File: src/rtl/scl_timer_pkg.sv
package scl_timer_pkg;

  typedef enum logic {
    PH_LOW  = 1'b0,
    PH_HIGH = 1'b1
  } scl_phase_e;

  // Extension added to every phase, chosen by the prescaler setting.
  function automatic int unsigned phase_offset(input int unsigned psc);
    if (psc == 0)      return 7;
    else if (psc == 1) return 6;
    else               return 5;
  endfunction

  // Ticks that one phase lasts: the programmed count plus the extension.
  function automatic int unsigned phase_ticks(input int unsigned cnt,
                                              input int unsigned psc);
    return cnt + phase_offset(psc);
  endfunction

  // True when clk_hz/(psc+1) lies inside [lo_hz, hi_hz]. No division is needed.
  function automatic logic in_window(input longint unsigned clk_hz,
                                     input longint unsigned lo_hz,
                                     input longint unsigned hi_hz,
                                     input int unsigned     psc);
    longint unsigned div;
    div = longint'(psc) + 64'd1;
    return (lo_hz * div <= clk_hz) && (hi_hz * div >= clk_hz);
  endfunction

endpackage

File: src/rtl/scl_cfg_hold.sv
module scl_cfg_hold #(
  parameter int PSC_W = 8,
  parameter int CNT_W = 16
) (
  input  logic             clk,
  input  logic             rst_n,
  input  logic             load,
  input  logic [PSC_W-1:0] psc_in,
  input  logic [CNT_W-1:0] low_in,
  input  logic [CNT_W-1:0] high_in,
  output logic [PSC_W-1:0] psc_q,
  output logic [CNT_W-1:0] low_q,
  output logic [CNT_W-1:0] high_q
);

  always_ff @(posedge clk or negedge rst_n) begin
    if (!rst_n) begin
      psc_q  <= '0;
      low_q  <= '0;
      high_q <= '0;
    end else if (load) begin
      psc_q  <= psc_in;
      low_q  <= low_in;
      high_q <= high_in;
    end
  end

endmodule

File: src/rtl/scl_prescaler.sv
module scl_prescaler #(
  parameter int PSC_W = 8
) (
  input  logic             clk,
  input  logic             rst_n,
  input  logic             clear,
  input  logic [PSC_W-1:0] limit,
  output logic             tick
);

  logic [PSC_W-1:0] cnt_q;

  assign tick = !clear && (cnt_q == limit);

  always_ff @(posedge clk or negedge rst_n) begin
    if (!rst_n)             cnt_q <= '0;
    else if (clear || tick) cnt_q <= '0;
    else                    cnt_q <= cnt_q + 1'b1;
  end

endmodule

File: src/rtl/scl_phase_seq.sv
module scl_phase_seq
  import scl_timer_pkg::*;
#(
  parameter int LEN_W = 17
) (
  input  logic             clk,
  input  logic             rst_n,
  input  logic             clear,
  input  logic             tick,
  input  logic [LEN_W-1:0] len_low,
  input  logic [LEN_W-1:0] len_high,
  output scl_phase_e       phase,
  output logic             end_low,
  output logic             end_high
);

  scl_phase_e       phase_q;
  logic [LEN_W-1:0] tcnt_q;
  logic [LEN_W-1:0] cur_len;
  logic             last_tick;
  logic             phase_done;

  assign cur_len    = (phase_q == PH_LOW) ? len_low : len_high;
  assign last_tick  = (tcnt_q == cur_len - 1'b1);
  assign phase_done = !clear && tick && last_tick;
  assign end_low    = phase_done && (phase_q == PH_LOW);
  assign end_high   = phase_done && (phase_q == PH_HIGH);
  assign phase      = phase_q;

  always_ff @(posedge clk or negedge rst_n) begin
    if (!rst_n) begin
      phase_q <= PH_LOW;
      tcnt_q  <= '0;
    end else if (clear) begin
      phase_q <= PH_LOW;
      tcnt_q  <= '0;
    end else if (tick) begin
      if (last_tick) begin
        tcnt_q  <= '0;
        phase_q <= (phase_q == PH_LOW) ? PH_HIGH : PH_LOW;
      end else begin
        tcnt_q  <= tcnt_q + 1'b1;
      end
    end
  end

endmodule

File: src/rtl/scl_range_chk.sv
module scl_range_chk
  import scl_timer_pkg::*;
#(
  parameter int          PSC_W  = 8,
  parameter longint      CLK_HZ = 50_000_000,
  parameter longint      MIN_HZ = 7_000_000,
  parameter longint      MAX_HZ = 12_000_000
) (
  input  logic [PSC_W-1:0] psc,
  output logic             ok
);

  assign ok = in_window(CLK_HZ, MIN_HZ, MAX_HZ, 32'(psc));

endmodule

File: src/rtl/i2c_scl_timer.sv
module i2c_scl_timer
  import scl_timer_pkg::*;
#(
  parameter int     PSC_W  = 8,
  parameter int     CNT_W  = 16,
  parameter longint CLK_HZ = 50_000_000,
  parameter longint MIN_HZ = 7_000_000,
  parameter longint MAX_HZ = 12_000_000
) (
  input  logic             clk,
  input  logic             rst_n,
  input  logic             run,
  input  logic [PSC_W-1:0] psc_in,
  input  logic [CNT_W-1:0] low_in,
  input  logic [CNT_W-1:0] high_in,
  output logic             scl_en,
  output logic             scl_level,
  output logic             end_low,
  output logic             end_high,
  output logic             range_ok
);

  localparam int LEN_W = CNT_W + 1;

  logic             active_q;
  logic             idle;
  logic [PSC_W-1:0] cfg_psc;
  logic [CNT_W-1:0] cfg_low;
  logic [CNT_W-1:0] cfg_high;
  logic [LEN_W-1:0] len_low;
  logic [LEN_W-1:0] len_high;
  logic             tick;
  scl_phase_e       phase;

  always_ff @(posedge clk or negedge rst_n) begin
    if (!rst_n) active_q <= 1'b0;
    else        active_q <= run;
  end

  assign idle = !active_q;

  scl_cfg_hold #(.PSC_W(PSC_W), .CNT_W(CNT_W)) u_cfg (
    .clk     (clk),
    .rst_n   (rst_n),
    .load    (idle),
    .psc_in  (psc_in),
    .low_in  (low_in),
    .high_in (high_in),
    .psc_q   (cfg_psc),
    .low_q   (cfg_low),
    .high_q  (cfg_high)
  );

  assign len_low  = LEN_W'(phase_ticks(32'(cfg_low),  32'(cfg_psc)));
  assign len_high = LEN_W'(phase_ticks(32'(cfg_high), 32'(cfg_psc)));

  scl_prescaler #(.PSC_W(PSC_W)) u_psc (
    .clk   (clk),
    .rst_n (rst_n),
    .clear (idle),
    .limit (cfg_psc),
    .tick  (tick)
  );

  scl_phase_seq #(.LEN_W(LEN_W)) u_seq (
    .clk      (clk),
    .rst_n    (rst_n),
    .clear    (idle),
    .tick     (tick),
    .len_low  (len_low),
    .len_high (len_high),
    .phase    (phase),
    .end_low  (end_low),
    .end_high (end_high)
  );

  scl_range_chk #(
    .PSC_W(PSC_W), .CLK_HZ(CLK_HZ), .MIN_HZ(MIN_HZ), .MAX_HZ(MAX_HZ)
  ) u_rng (
    .psc (cfg_psc),
    .ok  (range_ok)
  );

  assign scl_en    = active_q;
  assign scl_level = active_q ? (phase == PH_HIGH) : 1'b1;

endmodule

File: config.mk
export PLATFORM = sky130hd
export DESIGN_NAME = i2c_scl_timer
export DESIGN_NICKNAME = d
export VERILOG_FILES = /design/src/rtl/scl_timer_pkg.sv /design/src/rtl/scl_cfg_hold.sv /design/src/rtl/scl_prescaler.sv /design/src/rtl/scl_phase_seq.sv /design/src/rtl/scl_range_chk.sv /design/src/rtl/i2c_scl_timer.sv
export SDC_FILE = /design/constraint.sdc
export NUM_CORES = 1
export LEC_CHECK = 0
export ABC_CLOCK_PERIOD_IN_PS = 7410
export BUFFER_PORTS_ARGS = -buffer_cell sky130_fd_sc_hd__clkbuf_2
export CORE_UTILIZATION = 45
export CTS_BUF_LIST = sky130_fd_sc_hd__clkbuf_8
export DETAILED_ROUTE_END_ITERATION = 8
export PLACE_DENSITY = 0.63
export SETUP_SLACK_MARGIN = 0.5
export SLEW_MARGIN = 30
export SYNTH_ARGS = -nofsm -noshare
export SYNTH_HDL_FRONTEND = slang
export SYNTH_SLANG_ARGS = --single-unit
File: constraint.sdc
create_clock -name clk -period 7.41 [get_ports clk]
set_input_delay 1.8525 -clock clk [delete_from_list [all_inputs] [get_ports clk]]
set_output_delay 1.8525 -clock clk [all_outputs]
set_load 0.005 [all_outputs]
==> results of run 1 <==
-- synthesized netlist by cell type, drive strengths merged (16+ instances only) --
library cell,instances
inv,166
ha,120
fa,89
dfrtp,67
mux2,50
xnor2,48
a21oi,47
nor2,46
xor2,45
nand2,41
nand3,34
o21ai,33
mux2i,19
nor3b,19
a21o,16
and3,16
-- kinds of logic after synthesis --
kind of cell / share of synthesized area, %
muxes: 7.98
buffers and inverters: 7.51
adders and majority gates: 33.0
AOI/OAI and AO/OA: 12.0
and+or+nand+nor: 14.2
xor gates and xnor gates: 8.53
DFF: 16.9
-- timing repair --
| item | CTS | global route |
|---|---|---|
| endpoints found under the setup margin | 3 | 3 |
| gates cloned | 0 | 1 |
| setup buffers | 17 | 15 |
| gates resized for setup | 47 | 66 |
| pin swaps | 46 | 67 |
-- metal layers --
layer | part of all wire (%) | wire length, um | track usage (%)
met1 | 47 | 11400 | 30.9
met2 | 48 | 11500 | 36.1
met3 | 4.5 | 1080 | 3.27
met4 | 0.88 | 213 | 3.65
met5 | 0 | 0 | 0
-- final cells by class --
type | instances | area, um^2 | area share (%)
Tap cell | 280 | 350 | 2.88
Multi-Input combinational cell | 796 | 8290 | 68.1
Clock buffer | 10 | 138 | 1.13
Sequential cell | 67 | 1680 | 13.8
Clock inverter | 6 | 63.8 | 0.524
Timing Repair Buffer | 149 | 1020 | 8.40
Inverter | 166 | 631 | 5.18
-- registers in the layout, summed over array words and instances (netlist names) --
name,count
u_seq.tcnt_q,17
u_cfg.high_q,16
u_cfg.low_q,16
u_cfg.psc_q,8
u_psc.cnt_q,8
scl_en,1
u_seq.phase,1
-- worst min-delay path by stage --
stage / from / endpoint / slack, ps / depth (start not counted)
global placement: u_cfg.high_q[14] / u_cfg.high_q[14] / 490 / 1
floorplan: u_cfg.high_q[0] / u_cfg.high_q[0] / 470 / 1
finish: u_cfg.low_q[15] / u_cfg.low_q[15] / 510 / 1
detailed placement: u_cfg.high_q[0] / u_cfg.high_q[0] / 490 / 1
global route: u_cfg.high_q[0] / u_cfg.high_q[0] / 530 / 1
CTS: u_cfg.high_q[0] / u_cfg.high_q[0] / 510 / 1
-- per-stage QoR --
step,instances,setup WS [ps]
after detailed placement,1424,-87.2
final,1474,-311
after CTS,1457,-262
after global placement,1424,-79.1
after floorplan,1050,239
after global routing,1474,-514
==> results.md, run 1 <==
* Max Clk Rate at 0.130 GHz
* Period utilization at 104%
* Max Cap Viol at 0
* Antenna Diode Count at 0
* Register bit total from synthesis at 67
* Layout cell share with drive strength beyond 1 at 30.8%
* Max Fanout on Critical Path at 5
* Worst setup SP type: flip-flop
* Post-Synthesis Cells at 1050
* Clock transition at path regs at 70 ps
* Kind of critical path: flip-flop to output pin
* Filler instances at 1931
* Final Routed Wirelength at 24.2 mm
* DRC viols at 0
* Worst-margin pin slew at 839 ps
* CTS H-tree depth at 3
* Die area at 0.0227 mm^2
* CTS Buf Count at 9
* Worst r2r path cells at 20
* Final antenna-violating net count at 0
* Initial antenna violation count at 0
* Post-synthesis async set-or-reset flop share at 100%
* Commonest non-fill, non-tap cell in the layout: inv_1
* Mean Syn Cell Area at 9.47 um^2
* Worst path bufs/invs at 5
* Final Hold Vio Count at 0
* Setup TNS at -311 ps
* Routability cong. at 0.955
* CP cell instances: buf_6, ha_4, nand3_4, nor2_4, and3_4, ha_4, buf_4, fa_1, fa_1, inv_2, fa_2, ha_4, a21o_1, a21o_1, a21o_1, a221oi_4, o211ai_1, a311oi_2, nor3_1, nand4b_1, nor3_2, buf_4, a2111oi_4, buf_2
* Final min period at 7720 ps
* EDFF count, synth at 0
* Hold Crit Class: flip-flop to flip-flop
* Initial core utilization at 45.7%
* Top cell type by total area after synthesis: fa_1
* Nets at 1441
* CTS Sinks at 67
* Vias in the first global route at 7996
* Fin util at 56.0%
* Wire length of the first global-routing pass at 39.1 mm
* Cell row count at 54
* Die width at 151 um
* Unrepaired setup endpoints after global routing: yes
* Critical path data arrival time at 5870 ps
* Avg Vias per Cell at 5.42
* Grt ovf at 0
* CP peak stage delay at 580 ps
* Stages on worst setup path at 24
* Worst skew pair latency at 370 ps
* Post-route clock skew at 13.9 ps
* Hold_ws at 507 ps
* Post-CTS Hold Fix Bufs at 0
* Vias at 7984
* Distinct cells, synth at 75
* Largest net degree at the start of global routing at 68
* Core area at 0.0218 mm^2
* Max Transition Viols Final at 0
* Slowest CP cell: fa_1
* Worst setup path endpoint: range_ok
* Delay-heaviest family, CP: adder cells
* Status: finished with violations
* Synth warn at 0
* Most frequent cells in the layout: inv_1, ha_1, buf_4
* Share of the synthesized area in the top cell type at 17.9%
* Design area at 0.0122 mm^2
* CTS tree: yes
* Layout Area Growth over Synthesis at 22.4%
* All-Layer GR Usage at 22.0%
* Die Y-Extent at 151 um
* Reg-to-reg slack, setup at 1870 ps
* Final setup vio count at 1
* Drt pass-1 iters at 4
* Count of buffers from port buffering at 47
* DR iter-0 viols at 295
* CTS root buffer: clkbuf_8
* DP Area at 0.0112 mm^2
* Worst R2R Start: u_cfg.psc_q[1]
* Post-route setup slack at -311 ps
* CP Launch Point: u_cfg.psc_q[0]
* Half-perimeter wire length after placement at 19.4 mm
* DR WL/cell at 16.4 um
* CP Capture Type: output pin
* Worst r2r dst: u_seq.phase
* Top Ports at 48
* Slew margin rel. at 44.1%
* Synth area leaders: fa_1, dfrtp_1, ha_1, inv_1, mux2_2
* Failing checks: setup timing
* Maximum root-to-sink buffer count at 2
* Req. time, crit path at 5560 ps
* Prevailing post-synth register cell: dfrtp_1
* Post-Syn Area at 0.00994 mm^2
* Sequential share of the synthesized area at 16.9%
* Post-synth net total at 1302
Power of run 1 is left out: the tool's default activity adds up to more than one toggle a clock period on the data nets, which glitch-free logic cannot reach.
==> run 2, diff against run 1 <==
Settings changed: ABC_CLOCK_PERIOD_IN_PS 7410 to 8400, PLACE_DENSITY 0.63 to 0.61.
Clock period 7.41 ns to 8.4 ns, I/O delays scaled along.
==> run 2 against run 1 <==
Net effect: the flow now finishes without violations; flip-flop and latch count did not move; critical path depth fell by 2; via count fell by 2.3%; wire length fell by 1.4%; die area did not move; cell area fell by 4.0%; clock-buffer cell count fell by 1; register-to-register slack improved by 1100 ps; global-route usage fell by 0.081 points; utilization fell by 2.3 points; cell count fell by 3.3%; largest cell class unchanged.
==> results.md, run 2 (synthesized netlist as in run 1, its figures left out) <==
* Count of buffers from port buffering at 47 (unchanged)
* Antenna Diode Count at 0 (unchanged)
* CTS root buffer: clkbuf_8 (unchanged)
* Layout cell share with drive strength beyond 1 at 25.8% (was 30.8%)
* Slowest CP cell: fa_1 (unchanged)
* Layout Area Growth over Synthesis at 17.5% (was 22.4%)
* Largest Register: u_seq.tcnt_q (unchanged)
* Max Transition Viols Final at 0 (unchanged)
* Setup TNS at 0 ps (was -311 ps)
* Routability cong. at 0.906 (was 0.955)
* CP peak stage delay at 550 ps (was 580 ps)
* Worst skew pair latency at 360 ps (was 370 ps)
* DR iter-0 viols at 397 (was 295)
* Maximum root-to-sink buffer count at 2 (unchanged)
* Final setup vio count at 0 (was 1)
* Grt ovf at 0 (unchanged)
* Final min period at 7960 ps
* Period utilization at 94.8%
* Worst path bufs/invs at 4 (was 5)
* Unrepaired setup endpoints after global routing: yes (unchanged)
* Commonest non-fill, non-tap cell in the layout: inv_1 (unchanged)
* All-Layer GR Usage at 21.9% (was 22.0%)
* Hold Crit Class: flip-flop to flip-flop (unchanged)
* Half-perimeter wire length after placement at 18.7 mm (was 19.4 mm)
* Max Fanout on Critical Path at 6 (was 5)
* Core area at 0.0218 mm^2 (unchanged)
* Most frequent CP cell: buf_4
* Req. time, crit path at 6300 ps (was 5560 ps)
* Final antenna-violating net count at 0 (unchanged)
* Worst-margin pin slew at 957 ps (was 839 ps)
* CTS H-tree depth at 3 (unchanged)
* Most frequent cells in the layout: inv_1, ha_1, fa_1 (was inv_1, ha_1, buf_4)
* Final Hold Vio Count at 0 (unchanged)
* CTS Buf Count at 9 (unchanged)
* Critical path data arrival time at 5860 ps (was 5870 ps)
* Post-CTS Hold Fix Bufs at 0 (unchanged)
* CTS Sinks at 67 (unchanged)
* Post-route clock skew at 17.5 ps (was 13.9 ps)
* Biggest regs: u_seq.tcnt_q (17), u_cfg.high_q (16), u_cfg.low_q (16) (unchanged)
* Filler instances at 1986 (was 1931)
* Max Cap Viol at 0 (unchanged)
* Die Y-Extent at 151 um (unchanged)
* Drt pass-1 iters at 5 (was 4)
* Clock transition at path regs at 80 ps (was 70 ps)
* Largest net degree at the start of global routing at 68 (unchanged)
* Avg Vias per Cell at 5.47 (was 5.42)
* Flip-flop count of the largest register after layout at 17 (unchanged)
* Delay-heaviest family, CP: adder cells (unchanged)
* CP Capture Type: output pin (unchanged)
* Vias in the first global route at 7733 (was 7996)
* Initial antenna violation count at 1 (was 0)
* Status: complete, no violations (was finished with violations)
* CP cell instances: buf_4, ha_4, nand3_4, nor2_4, xor2_1, buf_4, ha_4, ha_1, fa_1, fa_1, ha_1, nor3_1, a21oi_1, o21a_1, a311oi_4, buf_4, o211ai_1, a22oi_1, o21ba_2, nor3_4, a2111oi_4, buf_2 (was buf_6, ha_4, nand3_4, nor2_4, and3_4, ha_4, buf_4, fa_1, fa_1, inv_2, fa_2, ha_4, a21o_1, a21o_1, a21o_1, a221oi_4, o211ai_1, a311oi_2, nor3_1, nand4b_1, nor3_2, buf_4, a2111oi_4, buf_2)
* Initial core utilization at 45.7% (unchanged)
* Cell row count at 54 (unchanged)
* Slew margin rel. at 36.2% (was 44.1%)
* Worst setup SP type: flip-flop (unchanged)
* Wire length of the first global-routing pass at 38.9 mm (was 39.1 mm)
* Nets at 1393 (was 1441)
* DR WL/cell at 16.7 um (was 16.4 um)
* Top Ports at 48 (unchanged)
* DRC viols at 0 (unchanged)
* Die width at 151 um (unchanged)
* Max Clk Rate at 0.126 GHz
* Final Routed Wirelength at 23.8 mm (was 24.2 mm)
* CTS tree: yes (unchanged)
* Vias at 7801 (was 7984)
* Kind of critical path: flip-flop to output pin (unchanged)
* Die area at 0.0227 mm^2 (unchanged)
[run 2: worst reg2reg max path: stages (launching register included)]
cell and delay [ps]:
dfrtp_1 380, buf_4 160, nor4_1 450, nand4b_1 260, ha_1 280, fa_1 450
nor2_1 170, o22a_1 410, xnor2_2 230, and4_1 400, xnor2_1 100, or3_1 340
a2111o_1 390, a211o_1 290, a2111oi_4 270, buf_4 300, mux2i_1 450
[run 2: metrics by stage]
| stage | cells | util, % | cell area, um^2 | worst slack (ps) | hold slack [ps] |
|---|---|---|---|---|---|
| finish | 1425 | 53.7 | 11700 | 439 | 510 |
| CTS | 1414 | 52.0 | 11300 | 354 | 510 |
| global route | 1425 | 53.7 | 11700 | 116 | 531 |
| global placement | 1380 | 48.9 | 10600 | 174 | 484 |
| floorplan | 1050 | - | 10000 | 536 | 474 |
| detailed placement | 1380 | 48.9 | 10600 | 11.5 | 493 |
[run 2: repair_timing]
action                     CTS  global route
buffers inserted            19            10
gates resized for setup     81            53
setup endpoints to repair    1             1
pin swaps                   44            45
gates cloned                 0             0
[run 2: layout make-up]
class | count | area, um^2 | share of cell area [%]
Multi-Input combinational cell | 795 | 8160 | 69.9
Sequential cell | 67 | 1680 | 14.4
Timing Repair Buffer | 102 | 676 | 5.78
Inverter | 166 | 631 | 5.40
Tap cell | 280 | 350 | 3.00
Clock buffer | 9 | 124 | 1.06
Clock inverter | 6 | 58.8 | 0.503
[run 2: worst paths after layout]
kind,endpoint,slack (ps),startpoint,cells after the start
max,range_ok,440,u_cfg.psc_q[0],22
min in group asynchronous,u_cfg.low_q[4],1720,rst_n,2
min reg2reg,u_cfg.low_q[0],510,u_cfg.low_q[0],1
max in group asynchronous,u_cfg.psc_q[1],6110,rst_n,3
min,u_cfg.low_q[0],510,u_cfg.low_q[0],1
max reg2reg,u_seq.phase,2940,u_cfg.psc_q[4],16
[run 2: per-layer routing]
metal,vias to the layer above,wire [um],GRT usage (%)
li1,3807,-,-
met1,3841,10800,28.7
met3,27,828,2.97
met2,126,11800,38.0
met4,0,395,5.05
met5,-,0,0
Power of run 2 is left out for the same reason.
